<file path="src/rtl/qrg_pkg.sv">
package qrg_pkg;
  localparam int PH_W  = 4;
  localparam int STEPS = 1 << PH_W;
  localparam int REF_W = 16;
  localparam int DRV_W = 4;
  localparam logic [DRV_W-1:0] DRV_MID = DRV_W'(1 << (DRV_W - 1));

  // Magnitude of a 16-point sine on its rising quarter, index 0..4
  function automatic logic [REF_W-1:0] quarter_mag(input logic [2:0] m);
    case (m)
      3'd0:    quarter_mag = 16'd0;
      3'd1:    quarter_mag = 16'd12540;
      3'd2:    quarter_mag = 16'd23170;
      3'd3:    quarter_mag = 16'd30274;
      default: quarter_mag = 16'd32767;
    endcase
  endfunction

  function automatic logic [DRV_W-1:0] quarter_lvl(input logic [2:0] m);
    case (m)
      3'd0:    quarter_lvl = 4'd0;
      3'd1:    quarter_lvl = 4'd3;
      3'd2:    quarter_lvl = 4'd5;
      3'd3:    quarter_lvl = 4'd6;
      default: quarter_lvl = 4'd7;
    endcase
  endfunction

  // Fold a half-cycle position 0..7 onto the quarter index 0..4
  function automatic logic [2:0] fold(input logic [PH_W-2:0] h);
    fold = (h > 3'd4) ? 3'(4'd8 - {1'b0, h}) : h;
  endfunction

  function automatic logic signed [REF_W-1:0] sine_q15(input logic [PH_W-1:0] k);
    logic [REF_W-1:0] mag;
    mag = quarter_mag(fold(k[PH_W-2:0]));
    sine_q15 = k[PH_W-1] ? -$signed(mag) : $signed(mag);
  endfunction

  function automatic logic [DRV_W-1:0] ladder_code(input logic [PH_W-1:0] k);
    logic [DRV_W-1:0] lvl;
    lvl = quarter_lvl(fold(k[PH_W-2:0]));
    ladder_code = k[PH_W-1] ? DRV_MID - lvl : DRV_MID + lvl;
  endfunction
endpackage

</file>
<file path="src/rtl/qrg_prescaler.sv">
module qrg_prescaler #(
  parameter int CLK_DIV = 100
) (
  input  logic clk,
  input  logic rst,
  input  logic en,
  output logic tick
);
  localparam int CW = (CLK_DIV > 1) ? $clog2(CLK_DIV) : 1;
  localparam logic [CW-1:0] LAST = CW'(CLK_DIV - 1);

  logic [CW-1:0] cnt;

  assign tick = en && (cnt == LAST);

  always_ff @(posedge clk) begin
    if (rst || !en || tick) cnt <= '0;
    else                    cnt <= cnt + 1'b1;
  end
endmodule

</file>
<file path="src/rtl/qrg_phase_acc.sv">
module qrg_phase_acc
  import qrg_pkg::*;
(
  input  logic            clk,
  input  logic            rst,
  input  logic            tick,
  output logic [PH_W-1:0] ph,
  output logic [PH_W-1:0] ph_next,
  output logic            wrap
);
  assign ph_next = ph + 1'b1;
  assign wrap    = tick && (ph == PH_W'(STEPS - 1));

  always_ff @(posedge clk) begin
    if (rst)       ph <= '0;
    else if (tick) ph <= ph_next;
  end
endmodule

</file>
<file path="src/rtl/qrg_lookup.sv">
module qrg_lookup
  import qrg_pkg::*;
(
  input  logic [PH_W-1:0]         drv_idx,
  input  logic [PH_W-1:0]         ofs,
  output logic [DRV_W-1:0]        code,
  output logic signed [REF_W-1:0] sin_w,
  output logic signed [REF_W-1:0] cos_w
);
  localparam logic [PH_W-1:0] QUARTER = PH_W'(STEPS / 4);

  logic [PH_W-1:0] ref_idx;

  always_comb begin
    ref_idx = drv_idx + ofs;
    code    = ladder_code(drv_idx);
    sin_w   = sine_q15(ref_idx);
    cos_w   = sine_q15(ref_idx + QUARTER);
  end
endmodule

</file>
<file path="src/rtl/quad_ref_gen.sv">
module quad_ref_gen
  import qrg_pkg::*;
#(
  parameter int CLK_DIV = 100
) (
  input  logic                    clk,
  input  logic                    rst,
  input  logic                    en,
  input  logic [3:0]              phase_ofs,
  output logic [3:0]              dac_code,
  output logic signed [15:0]      ref_i,
  output logic signed [15:0]      ref_q,
  output logic                    adc_conv,
  output logic                    cycle_start
);
  logic                    tick;
  logic                    wrap;
  logic [PH_W-1:0]         ph;
  logic [PH_W-1:0]         ph_next;
  logic [DRV_W-1:0]        code_nx;
  logic signed [REF_W-1:0] sin_nx;
  logic signed [REF_W-1:0] cos_nx;

  qrg_prescaler #(.CLK_DIV(CLK_DIV)) u_pre (
    .clk(clk), .rst(rst), .en(en), .tick(tick)
  );

  qrg_phase_acc u_ph (
    .clk(clk), .rst(rst), .tick(tick),
    .ph(ph), .ph_next(ph_next), .wrap(wrap)
  );

  qrg_lookup u_lut (
    .drv_idx(ph_next), .ofs(phase_ofs),
    .code(code_nx), .sin_w(sin_nx), .cos_w(cos_nx)
  );

  always_ff @(posedge clk) begin
    if (rst) begin
      dac_code    <= DRV_MID;
      ref_i       <= '0;
      ref_q       <= '0;
      adc_conv    <= 1'b0;
      cycle_start <= 1'b0;
    end else begin
      adc_conv    <= tick;
      cycle_start <= wrap;
      if (tick) begin
        dac_code <= code_nx;
        ref_i    <= sin_nx;
        ref_q    <= cos_nx;
      end
    end
  end
endmodule

</file>
<file path="config.mk">
export PLATFORM = sky130hd
export DESIGN_NAME = quad_ref_gen
export DESIGN_NICKNAME = d
export VERILOG_FILES = /design/src/rtl/qrg_pkg.sv /design/src/rtl/qrg_prescaler.sv /design/src/rtl/qrg_phase_acc.sv /design/src/rtl/qrg_lookup.sv /design/src/rtl/quad_ref_gen.sv
export SDC_FILE = /design/constraint.sdc
export NUM_CORES = 1
export LEC_CHECK = 0
export ABC_AREA = 1
export ABC_CLOCK_PERIOD_IN_PS = 4760
export CAP_MARGIN = 5
export CELL_PAD_IN_SITES_DETAIL_PLACEMENT = 1
export CELL_PAD_IN_SITES_GLOBAL_PLACEMENT = 2
export CORE_MARGIN = 10
export CORE_UTILIZATION = 31
export DETAILED_ROUTE_END_ITERATION = 10
export PLACE_DENSITY_LB_ADDON = 0.1
export SLEW_MARGIN = 15
export SYNTH_ARGS = -nofsm -noshare
export SYNTH_HDL_FRONTEND = slang
export SYNTH_SLANG_ARGS = --single-unit
</file>
<file path="constraint.sdc">
create_clock -name clk -period 4.76 [get_ports clk]
set_clock_uncertainty 0.05 [all_clocks]
set_input_delay 0.714 -clock clk [delete_from_list [all_inputs] [get_ports clk]]
set_output_delay 0.714 -clock clk [all_outputs]
set_load 0.005 [all_outputs]
</file>
==> metrics.cfg <==
[outcome]
run_status=complete, no violations

[job]
maxCapViolCount=0

[drt]
wl_met3_um=233
ant_nets=0
vias=2397
wl_mm=7.19
top_layer_used=met4
drt_iter0_markers=65
drc=0
drt-met1-wl_mm=3.23
via_per_inst=4.72
wl_met2_mm=3.66
wl_per_cell_um=14.2
firstDrtPassIters=4

[logic_synthesis]
ys_types=38
ys_seq_elements=43
syn_area_um2=2560
synth.top_cell.area_share_pct=33.7
ys_top_cells_by_area=dfxtp_1 (34%), nand2_1 (10%), inv_1 (6.5%)
syn_area_per_cell_um2=7.04
yosys_warnings=0
netlist_instances=363
yosysTopAreaCell=dfxtp_1
ys_seq_area_share_pct=33.7
synthesis.nets=384

[timing]
hold_viol=0
setup-tns-final_ps=0
post-route-period-util_pct=71.1
fmax_ghz=0.296
max_slew_margin_pct=48.3
rsz0062_at_grt=false
fin_crit_ps=3380
holdWs_ps=424
max_slew.worst_pin.slew_ps=772
setup_violations=0
final-max-slew-violation-count=0

[clocking]
numCtsBuffers=5
post_cts_resized=0
cts_tree=built
holdBufCountCts=0
cts_num_sinks=43
cts.clk_slew.worst_paths_ps=90
clock_latency_ps=300
root_buffer=clkbuf_8
postCtsSetupBuffers=0
cts.path.max_buffers=2
htreeDepth=2

[die]
start_util_pct=31.4
die-width_um=111
fp.dieArea_um2=12300
num_rows=33
io_pins=45
die_h_um=111
coreArea_um2=8130

[global_routing]
antenna_found_initial=0
grt_pass1_wl_mm=12.3
grt_pass1_vias=2516
grt_max_degree=47
overflow=0
grt_usage_pct=11.7

[setup_path]
worstPathRequired_ps=4920
cp-end-kind=flop
reg2reg_slack_ps=1380
crit_family=adder cells
start_kind=flop
crit_path_max_incr_delay_ps=500
path_class=flop to flop
cp_max_fo=9
crit_chain=ha_1 > xor2_1 > ha_1 > inv_1 > nand2_1 > nand2_2 > inv_1 > ha_1 > nor2_4 > nand2_2 > o21ai_2 > nor2_2 > inv_2 > nand2_1 > o21ai_0 > nand3_1 > nand2_1 > inv_1
slowest_stage=dfxtp_1
arrival_ps=3540
cp_num_buf_inv=4

[power_and_ir_drop]
power_density_nw_per_um2=235
seqPwrFrac_pct=48.8
swShare_pct=31.6
pwr-share-comb_pct=18.3
p_sw_uw=234
p_clk_share_pct=32.9
internal_power_uw=506
peakVddDrop_v=0.000111
total_leakage_power_uw=0.00142

[finish]
drive_gt1_share_pct=12.2
utilization_pct=38.6
final_area_um2=3140
n_fill_cell=1039
final_common_cell=nand2_1
area_delta_synth_final_pct=23.0
n_antenna_cell=0
register_area_um2=861
final_cell_mix=nand2_1 (71), inv_1 (44), nor2_1 (44), clkdlybuf4s50_1 (44), dfxtp_1 (43)
multi_input_area_um2=1410
fin_nets=423

[place]
port_buffers=44
hpwl_mm=5.57
place.gp.congestion=0.789
placed_area_um2=3060

[worst_hold_path]
hold_path.class=flop to flop

[flip-flops by register name (all words and copies together), names as in the netlist]
register,count
adc_conv,1
u_ph.ph,4
dac_code,4
cycle_start,1
ref_q,13
ref_i,13
u_pre.cnt,7
[path summary, 6_finish.rpt]
path | cells past startpoint | from | end
worst max-delay path | 18 | u_ph.ph[0]$_SDFFE_PP0P_ | ref_i[7]$_SDFFE_PP0P_
worst min-delay path | 2 | ref_q[15]$_SDFFE_PP0P_ | ref_q[15]$_SDFFE_PP0P_
worst max register to register | 18 | u_ph.ph[0]$_SDFFE_PP0P_ | ref_i[7]$_SDFFE_PP0P_
worst min register to register | 2 | ref_q[15]$_SDFFE_PP0P_ | ref_q[15]$_SDFFE_PP0P_
[worst reg2reg max path, cell delays in order (launching register included)]
cell	delay, ps
dfxtp_1	500
ha_1	240
xor2_1	380
ha_1	350
inv_1	70
nand2_1	70
nand2_2	140
inv_1	120
ha_1	280
nor2_4	190
nand2_2	110
o21ai_2	90
nor2_2	80
inv_2	90
nand2_1	70
o21ai_0	210
nand3_1	130
nand2_1	80
inv_1	40
[power by group through the flow]
| stage | logic, uW | registers, uW | clock network (uW) |
|---|---|---|---|
| floorplan | 104 | 369 | 0 |
| global placement | 135 | 369 | 0 |
| detailed placement | 137 | 369 | 0 |
| CTS | 138 | 361 | 255 |
| global route | 153 | 361 | 271 |
| finish | 136 | 361 | 243 |
[metal layers]
metal | vias to the layer above | track usage, %
li1 | 1230 | -
met1 | 1140 | 13.4
met2 | 21 | 21.4
met3 | 6 | 2.71
met4 | 0 | 2.60
met5 | - | 0
[layout make-up]
class / count / area share [%]
Timing Repair Buffer: 46 / 14.5
Multi-Input combinational cell: 253 / 44.9
Sequential cell: 43 / 27.4
Clock buffer: 6 / 2.31
Tap cell: 105 / 4.18
Clock inverter: 2 / 0.398
Inverter: 53 / 6.33
[cell families (layout without fill, tap and decap cells)]
logic type | count (synthesis) | in the layout | share of synthesized area, %
AO/OA/AOI/OAI | 48 | 48 | 11.1
XOR/XNOR | 5 | 5 | 1.71
adder cells (fa/ha/maj) | 14 | 14 | 7.15
buffers and inverters | 67 | 107 | 11.1
flip-flops | 43 | 43 | 33.7
multiplexers | 1 | 1 | 0.392
AND/OR/NAND/NOR | 185 | 185 | 34.9
[metrics by stage]
| step | power (uW) | std cells | setup slack, ps |
|---|---|---|---|
| 2_1_floorplan | 473 | 363 | 1810 |
| 3_3_place_gp | 504 | 500 | 1070 |
| 3_5_place_dp | 506 | 500 | 1050 |
| 4_1_cts | 753 | 508 | 1320 |
| 5_1_grt | 785 | 508 | 1030 |
| 6_report | 739 | 508 | 1380 |
[Yosys cell counts]
master     n
a21oi_1   15
a21oi_2    2
a31oi_1    3
and3_1     1
buf_2      2
buf_4      6
buf_6      1
clkbuf_1   5
clkinv_1   1
dfxtp_1   43
fa_1       1
ha_1      13
inv_1     44
inv_2      8
mux2i_1    1
nand2_1   71
nand2_2   13
nand2_4    4
nand3_1   30
nand3_2    5
nand3b_1   1
nand4_1    5
nor2_1    44
nor2_2     1
nor2_4     2
nor2_8     1
nor3_1     4
nor3b_1    1
nor4_1     1
o211ai_1   3
o21ai_0   18
o21ai_1    2
o21ai_2    3
o21ai_4    1
o22ai_1    1
or2_0      1
xnor2_1    2
xor2_1     3
Power figures use the tool's default switching activity.
